File: src/rtl/tmr16_pkg.sv
package tmr16_pkg;
  localparam int ADDR_W = 2;
  localparam int DATA_W = 8;

  typedef enum logic [ADDR_W-1:0] {
    RA_CNT_LO = 2'd0,
    RA_CNT_HI = 2'd1,
    RA_CTRL   = 2'd2,
    RA_INT    = 2'd3
  } reg_addr_e;

  typedef struct packed {
    logic async_sel;
    logic ext_sel;
    logic run;
  } ctrl_t;
endpackage

File: src/rtl/tmr16_tick_gen.sv
module tmr16_tick_gen #(
  parameter int SYNC_STAGES = 2
) (
  input  logic clk,
  input  logic rst_n,
  input  logic run,
  input  logic ext_sel,
  input  logic async_sel,
  input  logic cyc_en,
  input  logic ext_clk,
  output logic tick
);
  logic [SYNC_STAGES:0] sh_q;
  logic                 ext_last_q;
  logic                 pend_q;
  logic                 rise_sync, rise_async, sync_mode, sync_tick;

  genvar g;
  generate
    for (g = 0; g <= SYNC_STAGES; g++) begin : g_sync
      if (g == 0) begin : g_first
        always_ff @(posedge clk or negedge rst_n)
          if (!rst_n) sh_q[g] <= 1'b0;
          else        sh_q[g] <= ext_clk;
      end else begin : g_rest
        always_ff @(posedge clk or negedge rst_n)
          if (!rst_n) sh_q[g] <= 1'b0;
          else        sh_q[g] <= sh_q[g-1];
      end
    end
  endgenerate

  always_ff @(posedge clk or negedge rst_n)
    if (!rst_n) ext_last_q <= 1'b0;
    else        ext_last_q <= ext_clk;

  assign rise_sync  = sh_q[SYNC_STAGES-1] & ~sh_q[SYNC_STAGES];
  assign rise_async = ext_clk & ~ext_last_q;
  assign sync_mode  = run & ext_sel & ~async_sel;
  assign sync_tick  = sync_mode & (pend_q | rise_sync) & cyc_en;

  always_ff @(posedge clk or negedge rst_n)
    if (!rst_n) pend_q <= 1'b0;
    else        pend_q <= sync_mode & (pend_q | rise_sync) & ~cyc_en;

  always_comb begin
    if (!run)          tick = 1'b0;
    else if (!ext_sel) tick = cyc_en;
    else if (async_sel) tick = rise_async;
    else               tick = sync_tick;
  end

  AST_SYNC_WAITS_EN: assert property (@(posedge clk) disable iff (!rst_n)
    (tick && ext_sel && !async_sel) |-> cyc_en);
  AST_STOPPED_NO_TICK: assert property (@(posedge clk) disable iff (!rst_n)
    !run |-> !tick);
endmodule

File: src/rtl/tmr16_counter.sv
module tmr16_counter #(
  parameter int CNT_W  = 16,
  parameter int BYTE_W = 8
) (
  input  logic                        clk,
  input  logic                        rst_n,
  input  logic                        clr,
  input  logic [CNT_W/BYTE_W-1:0]     wr_byte,
  input  logic [BYTE_W-1:0]           wdata,
  input  logic                        inc,
  output logic [CNT_W-1:0]            count,
  output logic                        ovf
);
  localparam int NB = CNT_W / BYTE_W;

  logic [NB:0] carry;
  assign carry[0] = inc & ~(|wr_byte) & ~clr;

  genvar i;
  generate
    for (i = 0; i < NB; i++) begin : g_byte
      assign carry[i+1] = carry[i] & (&count[i*BYTE_W +: BYTE_W]);
      always_ff @(posedge clk or negedge rst_n)
        if (!rst_n)          count[i*BYTE_W +: BYTE_W] <= '0;
        else if (clr)        count[i*BYTE_W +: BYTE_W] <= '0;
        else if (wr_byte[i]) count[i*BYTE_W +: BYTE_W] <= wdata;
        else if (carry[i])   count[i*BYTE_W +: BYTE_W] <= count[i*BYTE_W +: BYTE_W] + 1'b1;
    end
  endgenerate

  assign ovf = carry[NB];

  AST_EVT_CLEARS: assert property (@(posedge clk) disable iff (!rst_n)
    clr |=> (count == '0));
  AST_HOLD_IDLE: assert property (@(posedge clk) disable iff (!rst_n)
    (!inc && !clr && wr_byte == '0) |=> $stable(count));
  AST_LOW_CARRY: assert property (@(posedge clk) disable iff (!rst_n)
    (inc && !clr && wr_byte == '0 && count[BYTE_W-1:0] == '1)
      |=> (count[BYTE_W-1:0] == '0 && count[2*BYTE_W-1:BYTE_W] == $past(count[2*BYTE_W-1:BYTE_W]) + 1'b1));
  AST_WRITE_BEATS_INC: assert property (@(posedge clk) disable iff (!rst_n)
    (!clr && wr_byte[0]) |=> (count[BYTE_W-1:0] == $past(wdata)));
endmodule

File: src/rtl/tmr16_ctrl.sv
module tmr16_ctrl
  import tmr16_pkg::*;
(
  input  logic              clk,
  input  logic              rst_n,
  input  logic              wr_ctrl,
  input  logic              wr_int,
  input  logic [DATA_W-1:0] wdata,
  input  logic              ovf,
  output ctrl_t             ctrl,
  output logic              flag,
  output logic              ie
);
  always_ff @(posedge clk or negedge rst_n)
    if (!rst_n)       ctrl <= '0;
    else if (wr_ctrl) ctrl <= ctrl_t'(wdata[$bits(ctrl_t)-1:0]);

  always_ff @(posedge clk or negedge rst_n)
    if (!rst_n) begin
      flag <= 1'b0;
      ie   <= 1'b0;
    end else begin
      flag <= ovf | (wr_int ? wdata[0] : flag);
      if (wr_int) ie <= wdata[1];
    end

  AST_OVF_SETS_FLAG: assert property (@(posedge clk) disable iff (!rst_n)
    ovf |=> flag);
  AST_FLAG_STICKY: assert property (@(posedge clk) disable iff (!rst_n)
    (flag && !(wr_int && !wdata[0])) |=> flag);
endmodule

File: src/rtl/tmr16_core.sv
module tmr16_core
  import tmr16_pkg::*;
#(
  parameter int SYNC_STAGES = 2
) (
  input  logic              clk,
  input  logic              rst_n,
  input  logic              cyc_en,
  input  logic              ext_clk,
  input  logic              evt_clr,
  input  logic [ADDR_W-1:0] reg_addr,
  input  logic              reg_wr,
  input  logic [DATA_W-1:0] reg_wdata,
  output logic [DATA_W-1:0] reg_rdata,
  output logic              irq
);
  localparam int CNT_W = 2 * DATA_W;
  localparam int NB    = CNT_W / DATA_W;

  ctrl_t             ctrl;
  logic              flag, ie, tick, ovf;
  logic [CNT_W-1:0]  count;
  logic [NB-1:0]     wr_byte;
  logic              wr_ctrl, wr_int;

  assign wr_byte[0] = reg_wr && (reg_addr == RA_CNT_LO);
  assign wr_byte[1] = reg_wr && (reg_addr == RA_CNT_HI);
  assign wr_ctrl    = reg_wr && (reg_addr == RA_CTRL);
  assign wr_int     = reg_wr && (reg_addr == RA_INT);

  tmr16_tick_gen #(.SYNC_STAGES(SYNC_STAGES)) u_tick (
    .clk(clk), .rst_n(rst_n), .run(ctrl.run), .ext_sel(ctrl.ext_sel),
    .async_sel(ctrl.async_sel), .cyc_en(cyc_en), .ext_clk(ext_clk), .tick(tick)
  );

  tmr16_counter #(.CNT_W(CNT_W), .BYTE_W(DATA_W)) u_cnt (
    .clk(clk), .rst_n(rst_n), .clr(evt_clr), .wr_byte(wr_byte),
    .wdata(reg_wdata), .inc(tick), .count(count), .ovf(ovf)
  );

  tmr16_ctrl u_ctrl (
    .clk(clk), .rst_n(rst_n), .wr_ctrl(wr_ctrl), .wr_int(wr_int),
    .wdata(reg_wdata), .ovf(ovf), .ctrl(ctrl), .flag(flag), .ie(ie)
  );

  always_comb begin
    reg_rdata = '0;
    case (reg_addr)
      RA_CNT_LO: reg_rdata = count[DATA_W-1:0];
      RA_CNT_HI: reg_rdata = count[CNT_W-1:DATA_W];
      RA_CTRL:   reg_rdata[$bits(ctrl_t)-1:0] = ctrl;
      default:   reg_rdata[1:0] = {ie, flag};
    endcase
  end

  assign irq = flag & ie;

  AST_IRQ_NEEDS_ENABLE: assert property (@(posedge clk) disable iff (!rst_n)
    (wr_int && !reg_wdata[1]) |=> !irq);
endmodule

File: config.mk
export PLATFORM = sky130hd
export DESIGN_NAME = tmr16_core
export DESIGN_NICKNAME = d
export VERILOG_FILES = /design/src/rtl/tmr16_pkg.sv /design/src/rtl/tmr16_tick_gen.sv /design/src/rtl/tmr16_counter.sv /design/src/rtl/tmr16_ctrl.sv /design/src/rtl/tmr16_core.sv
export SDC_FILE = /design/constraint.sdc
export NUM_CORES = 1
export LEC_CHECK = 0
export BUFFER_PORTS_ARGS = -buffer_cell sky130_fd_sc_hd__buf_2
export CORE_UTILIZATION = 45
export DETAILED_ROUTE_END_ITERATION = 7
export GPL_TIMING_DRIVEN = 1
export PLACE_DENSITY_LB_ADDON = 0.12
export SETUP_SLACK_MARGIN = 0.4
export SYNTH_ARGS = -nofsm -noshare
export SYNTH_HDL_FRONTEND = slang
export SYNTH_SLANG_ARGS = --single-unit
File: constraint.sdc
create_clock -name clk -period 2.8 [get_ports clk]
set_input_delay 0.56 -clock clk [delete_from_list [all_inputs] [get_ports clk]]
set_output_delay 0.56 -clock clk [all_outputs]
set_load 0.01 [all_outputs]
### After elaboration in Yosys (flattened, before gate mapping)

Index checks and enable logic that the tools add are counted.

| storage, ports and cells | value |
|---|---|
| bits of input ports | 16 |
| bits in registers | 25 |
| word-level logic and storage cells | 59 |
| output and inout bits | 9 |

| cells by class | value |
|---|---|
| add/subtract/negate cells | 2 |
| eq/ne operators | 3 |
| mux-type cells | 13 |
| reductions and logical operators | 10 |
| bitwise logic cells | 20 |

Operators with widths:

| kind | count |
|---|---|
| $mux W8 | 6 |
| $add A8 B1 Y8 const B | 2 |
| $reduce_and A8 Y1 | 2 |
| $and A1 B1 Y1 | 12 |
| $pmux W5 S2 | 1 |
| $not A1 Y1 | 6 |
| $pmux W2 S3 | 1 |
| $reduce_bool A3 Y1 | 2 |
| $eq A2 B2 Y1 const B | 2 |
| $logic_and A1 B1 Y1 | 4 |
| $mux W1 | 4 |
| $pmux W1 S3 | 1 |
| $eq A2 B1 Y1 const B | 1 |
| $logic_not A2 Y1 | 1 |
| $or A1 B1 Y1 | 2 |
| $reduce_or A2 Y1 | 1 |

### Longest topological paths before layout

Gate-level depths: netlist of the first run.

| depth | value |
|---|---|
| depth in word-level cells | 14 |
| mapped depth | 6 |
| gate-level depth less buffers | 6 |

### By module

Synthesis of the first run repeated with hierarchy kept, for this count alone.

| second synthesis, totals | value |
|---|---|
| cells, all modules | 162 |
| area total of the unflattened synthesis | 1595.3 um2 |

By module, submodules not included:

| module | cells an instance | instances | area each (um2) | seq. area each (um2) |
|---|---|---|---|---|
| tmr16_counter | 116 | 1 | 1064.8 | 400.4 |
| tmr16_core | 23 | 1 | 192.7 | 0.0 |
| tmr16_ctrl | 11 | 1 | 185.2 | 125.1 |
| tmr16_tick_gen | 12 | 1 | 152.6 | 100.1 |

### Worst setup path before layout of the first run

No wires, ideal clock.

| timing | value |
|---|---|
| path kind | in2reg |
| start | input port evt_clr |
| end | register u_cnt.count[15] |
| path slack | 458 ps |
| library setup time | 94 ps |
| required time | 2706 ps |
| path buffers | 1 |
| arrival time | 2248 ps |
| stages on the path | 5 |
| cell sequence | clkbuf_1 or4_4 or4_4 a221o_1 a211oi_1 |

| between the ends | value |
|---|---|
| longest elaborated chain between the ends | 4 |
| elaborated cells on any way between the ends | 5 |
| classes of those cells | mux: 1; bitwise: 3; reduce/logical: 1 |

RTL lines:

| what | RTL line | source |
|---|---|---|
| start, declared | tmr16_core.sv:10 | `input logic evt_clr,` |
| $not A1 Y1 | tmr16_counter.sv:17 | `assign carry[0] = inc & ~(\|wr_byte) & ~clr;` |
| $and A1 B1 Y1 | tmr16_counter.sv:17 |  |
| $and A1 B1 Y1 | tmr16_counter.sv:22 | `assign carry[i+1] = carry[i] & (&count[i*BYTE_W +: BYTE_W]);` |
| $reduce_bool A3 Y1 (no line) | -- |  |
| end signal, assigned by index | tmr16_counter.sv:26 | `else if (wr_byte[i]) count[i*BYTE_W +: BYTE_W] <= wdata;` |
| end signal, assigned by index | tmr16_counter.sv:27 | `else if (carry[i]) count[i*BYTE_W +: BYTE_W] <= count[i*BYTE_W +: BYTE_W] + 1'b1;` |
| end, declared | tmr16_counter.sv:11 | `output logic [CNT_W-1:0] count,` |

Several ways; a longest one is shown, not always the timed one.
A chain may end at the register's enable or synchronous reset.

### Worst setup path in the final report of the first run

| timing | value |
|---|---|
| start | register u_cnt.count[0] |
| end | register u_cnt.count[15] |

| between the ends | value |
|---|---|
| longest elaborated chain between the ends | 3 |

RTL lines:

| what | RTL line |
|---|---|
| $reduce_and A8 Y1 | tmr16_counter.sv:22 |
| $and A1 B1 Y1 | tmr16_counter.sv:22 |
| $reduce_bool A3 Y1 (no line) | -- |

No other way between the ends.

==> impl_metrics.ini, run 1 <==
[clocking]
numCtsBuffers = 3
cts-htree-levels = 1
clk_root_buffer_cell = clkbuf_4
clock-sinks = 25
worst_skew_pair.late_latency_ps = 330
cts_tree = yes
ctsHoldBuffers = 0
clk_path_buf_depth = 2
clk_pin_slew_ps = 140

[logic_synthesis]
syn_avg_cell_area_um2 = 9.376
synth.distinct_cells = 36
synth_cells = 166
syn_area_mm2 = 0.001556
synth.area.mux_share_pct = 11.58
ys_ff_latch = 25
synth_top_family_by_area = simple AND/OR/NAND/NOR gates
synthAdderAreaFrac_pct = 1.608
synth_warnings = 0
synth_nets = 184
yosysSeqAreaShare_pct = 40.19
synth_compound_area_share_pct = 16.24
synth_xor_area_share_pct = 2.814
yosys.area_share.simple_pct = 23.23

[grt]
grt_pass1_wl_um = 6637
grt_max_degree = 26
grt_util_met1_pct = 34.58
gr-usage-met2_pct = 39.87
grt-busiest-layer = met2
gr-total-overflow = 0
grt_pass1_vias = 1401
grt_use_total_pct = 24.99
grt_use_met3_pct = 3.412
antenna_found_initial = 0

[setup_path]
critPathMaxFanout = 6
crit_slowest_cell = or4_4
path_buf_inv = 0
critPathRequiredTime_ps = 3060
critPathTopFamily = simple AND/OR/NAND/NOR gates
worstSetupPathType = flop to flop
worstPathArrival_ps = 2590
crit_path_frequent_cell = or4_4
slowest_delay_ps = 530
start_kind = flop
ff2ff_setup_slack_ps = 470
end_kind = flop
path_cells = ha_2, nand3_2, or4_4, or4_4, a221o_1, a211oi_2

[drt]
drt_iter0_markers = 95
first_pass_iters = 4
ant_nets = 0
vias_per_cell = 6.175
drt-total-wl_um = 4106
wire_per_inst_um = 17.55
drc = 0
vias = 1445

[outcome]
status = finished clean

[placement]
finalWeightedCongestion = 0.8602
place_area_mm2 = 0.001709
dpl.hpwl_um = 2966
dp_slack_ps = 431.3
dp.cells = 227
port-buffer-count = 24

[floorplanning]
start_util_pct = 48.98
placeableCoreArea_mm2 = 0.003178
die_h_um = 60.81
num_rows = 20
dieArea_mm2 = 0.003698
die_w_um = 60.81
io_pins = 25

[sta]
fin_crit_ps = 2329
setup_slack_ps = 471.1
finalHoldViolCount = 0
max_slew_margin_pct = 59.74
setup_tns_ps = 0
skew_ps = 4.482
finalMaxSlewViolations = 0
timing.final.crit_share_pct = 83.18
fmax_mhz = 429.4
rsz0062_at_grt = yes
setup_viol = 0
tightest_slew_ps = 600.3

[finish]
fillCellCount = 310
layout_common_cells = nor2_1, dfrtp_1, buf_2, mux2i_1, a211oi_1
final_common_cell = nor2_1
seqCellArea_um2 = 625.6
multiInputGateArea_um2 = 878.3
fin_area_mm2 = 0.001774
layoutNonFillerInstCount = 234
n_antenna_cell = 0
layout-drive-gt1-share_pct = 26.32
synthToLayoutAreaGrowth_pct = 13.99
finish.net_count = 209

[power_and_ir_drop]
fin_total_pwr_mw = 0.7751
powerDensity_mw_per_mm2 = 436.9
power.leakage_nw = 0.7581
peakVddDrop_uv = 244.8

[job]
max-cap-violations = 0

[hold_path]
hp-class = input pin to asynchronous set/reset pin
[worst reg2reg max path, delay by kind of cell, from the launching register on]
kind                       cells  cell delay, ps
and+or+nand+nor                3            1110
DFF                            1             450
adders and majority gates      1             230
AOI/OAI and AO/OA              2             470
[area by class of cell]
cell class              count  area share, %
clock buffers               3          1.269
clock inverters             1         0.2821
inverters                   8          1.693
multi-input cells         124          49.51
flip-flops and latches     25          35.26
well taps                  44          3.103
repair buffers             29          8.886
[path summary, 6_finish.rpt]
check | to | cells past startpoint | startpoint
setup / recovery | u_cnt.count[15] | 6 | u_cnt.count[0]
setup reg to reg | u_cnt.count[15] | 6 | u_cnt.count[0]
min in group clk | u_tick.sh_q[0] | 1 | ext_clk
hold reg to reg | u_tick.sh_q[2] | 0 | u_tick.sh_q[1]
max in group asynchronous | u_cnt.count[15] | 1 | rst_n
hold / removal | u_tick.sh_q[1] | 1 | rst_n
[synthesized netlist by cell type]
cell       count  area (um^2)
ha_1           2        25.02
nand4_1        6        37.54
and2_1         3        18.77
a2111oi_0      6        52.55
dfrtp_1       25        625.6
a311oi_1       4        35.03
and4b_1        1        10.01
a221o_1        1        10.01
and4_2         1        10.01
nand2b_1       3        18.77
nor3_1         3        15.01
or2_2          1        6.260
a21oi_1        4        20.02
and3_2         1        7.510
nor4_1         2        12.51
inv_1          8        30.03
nand2_1        5        18.77
or2b_1         1        7.510
mux2i_1        9        90.09
buf_4          1        7.510
mux2_2         4        45.04
nor2_1        27        101.4
o21bai_1       1        7.510
o22ai_1        1        6.260
nor2b_1        2        12.51
and3_1         3        18.77
o21ai_0        2        10.01
a311o_1        1        10.01
clkbuf_1       8        30.03
or4_4          2        22.52
and4_1         1        8.760
a31o_2         3        26.28
nand3_1        7        35.03
a211oi_1      10        75.07
mux4_2         2        45.04
xnor2_1        5        43.79
[sequential cells by signal, summed over array words and instances, names as in the netlist]
register and count:
u_cnt.count 16, u_ctrl.ctrl 3, u_tick.sh_q 3, u_ctrl.flag 1, u_ctrl.ie 1, u_tick.pend_q 1
[layer usage]
layer	wire [um]	part of all wire, %
met5	0	0
met4	68	1.7
met3	244	5.9
met2	1911	47
met1	1881	46
[power by group]
group | internal [mW] | total [mW] | switching, mW | leakage, nW
Combinational | 0.0779 | 0.175 | 0.0970 | 0.416
Clock | 0.0537 | 0.169 | 0.116 | 0.0177
Sequential | 0.391 | 0.431 | 0.0395 | 0.325
[cells by family (layout without fill, tap and decap cells)]
logic type | count (synthesis) | count (layout)
XOR/XNOR | 5 | 5
multiplexers | 15 | 15
AND/OR/NAND/NOR | 69 | 69
AO/OA/AOI/OAI | 33 | 33
flip-flops | 25 | 25
adder cells (fa/ha/maj) | 2 | 2
buffers and inverters | 17 | 41
[stage by stage]
stage	hold slack (ps)	utilization, %
final	188.0	55.83
after global routing	220.4	55.83
after CTS	220.1	54.65
after detailed placement	360.9	53.78
after global placement	353.8	53.78
after floorplan	264.4	-
[repair_timing]
action / in CTS / in global routing
endpoints found under the hold margin: 0 / 0
setup endpoints to repair: 0 / 6
setup buffers: 0 / 3
resized for setup: 0 / 6
Power figures use the tool's default switching activity.
==> run 2: changes to the inputs <==
clock period = 2.15 ns   (was 2.8 ns; I/O delays follow)
==> impl_metrics.ini, run 2 (synthesis gave the netlist of run 1 again) <==
[finish]
fillCellCount = 249
largest_register_ff_count = 16
finish.net_count = 236
reg.largest.list = u_cnt.count: 16 flops, u_ctrl.ctrl: 3 flops, u_tick.sh_q: 3 flops
multiInputGateArea_mm2 = 0.001082
layout_common_cells = nor2_1, dfrtp_1, buf_2, buf_4, buf_6
final_common_cell = nor2_1
synthToLayoutAreaGrowth_pct = 43.89
largest_register = u_cnt.count
seqCellArea_um2 = 626.9
layout-drive-gt1-share_pct = 46.54
final_util_pct = 70.47
n_antenna_cell = 0

[sta]
timing.final.crit_share_pct = 104.2
tightest_slew_ps = 587.8
setup_viol = 3
setup_slack_ps = -89.41
finalHoldViolCount = 0
fmax_mhz = 446.5
skew_ps = 5.915
rsz0062_at_grt = yes
max_slew_margin_pct = 60.81
setup_tns_ps = -152.7
fin_crit_ps = 2239
hold_ws_ps = 63.20
finalMaxSlewViolations = 0

[clocking]
numCtsBuffers = 3
clk_pin_slew_ps = 160
clock-sinks = 25
cts_tree = yes
cts-htree-levels = 1
clk_path_buf_depth = 2
worst_skew_pair.late_latency_ps = 340
ctsHoldBuffers = 0
clk_root_buffer_cell = clkbuf_4

[floorplanning]
die_w_um = 60.81
die_h_um = 60.81
start_util_pct = 48.98
dieArea_mm2 = 0.003698
num_rows = 20
placeableCoreArea_mm2 = 0.003178
io_pins = 25

[drt]
vias = 1590
drt-total-wl_um = 4828
drt_iter0_markers = 114
wire_per_inst_um = 18.50
first_pass_iters = 4
drc = 0
vias_per_cell = 6.092
ant_nets = 0

[setup_path]
critPathTopFamily = compound AO/OA/AOI/OAI gates
r2r_start = u_cnt.count[1]
critPathMaxFanout = 4
cp.depth = 8
worstReg2RegEnd = u_cnt.count[10]
ff2ff_setup_slack_ps = -90
worstRegToRegCells = 8
worstSetupPathType = flop to flop
path_buf_inv = 2
slowest_delay_ps = 470
start_kind = flop
end_kind = flop
crit_slowest_cell = or4_4
critPathRequiredTime_ps = 2390
worstPathArrival_ps = 2480
path_cells = ha_2, nand3_2, or4_4, buf_6, a2111oi_4, buf_4, xnor2_2, a211oi_1

[power_and_ir_drop]
powerDensity_mw_per_mm2 = 520.0
fin_total_pwr_mw = 1.165
power.leakage_nw = 0.9318
peakVddDrop_uv = 466.3

[outcome]
status = finished with violations
violations = setup timing

[placement]
dp_slack_ps = 18.36
finalWeightedCongestion = 0.7972
dpl.hpwl_um = 2982
port-buffer-count = 24

[grt]
grt_pass1_vias = 1508
grt_pass1_wl_um = 7182
grt_max_degree = 26
antenna_found_initial = 0
gr-total-overflow = 0
grt_use_total_pct = 27.19

[job]
max-cap-violations = 0

[hold_path]
hp-class = input pin to asynchronous set/reset pin
run 2: cell count changes in the layout (fill, tap and decap cells not counted), sizes merged:
cell / delta
buf: +27
clkinv: -1
inv: +1
run 2: worst register-to-register path, stage by stage, from the launching register on:
cell and delay (ps):
dfrtp_1 390, ha_2 200, nand3_2 90, or4_4 470, buf_6 150, a2111oi_4 320
buf_4 170, xnor2_2 60, a211oi_1 290
run 2: where the power goes:
group | internal [mW] | switching (mW) | leakage, nW
registers | 0.510 | 0.0422 | 0.323
clock network | 0.0761 | 0.165 | 0.0183
logic | 0.179 | 0.193 | 0.590
run 2: metrics by stage:
step | instance area (um^2) | instances
2_1_floorplan | 1569 | 166
3_3_place_gp | 1799 | 238
3_5_place_dp | 1799 | 238
4_1_cts | 2022 | 249
5_1_grt | 2240 | 261
6_report | 2240 | 261
run 2: metal layers:
metal,global-route usage [%],routed length (um),vias up
met4,14.94,82,0
li1,-,-,722
met1,36.38,2126,800
met3,2.132,213,11
met5,0,0,-
met2,43.80,2406,57
run 2: area by class of cell:
type                       instances  area share, %
clock buffer                       3          1.006
clock inverter                     1         0.3911
inverter                           8          1.341
multi-input combinational        124          48.32
sequential                        25          27.99
tap                               44          2.458
timing repair buffer              56          18.49
run 2: how the worst max path moves through the flow:
stage | start | endpoint | slack, ps
final | u_cnt.count[1] | u_cnt.count[10] | -90
after global routing | u_cnt.count[1] | u_cnt.count[10] | -140
after CTS | u_cnt.count[1] | u_cnt.count[15] | 20
after detailed placement | u_cnt.count[1] | u_cnt.count[15] | 20
after global placement | u_cnt.count[1] | u_cnt.count[15] | 80
after floorplan | u_cnt.count[0] | u_cnt.count[15] | 70
run 2: repair_timing:
action,in CTS,in global routing
setup endpoints to repair,19,20
pin swaps,15,17
buffers inserted,7,12
gates resized for setup,27,27
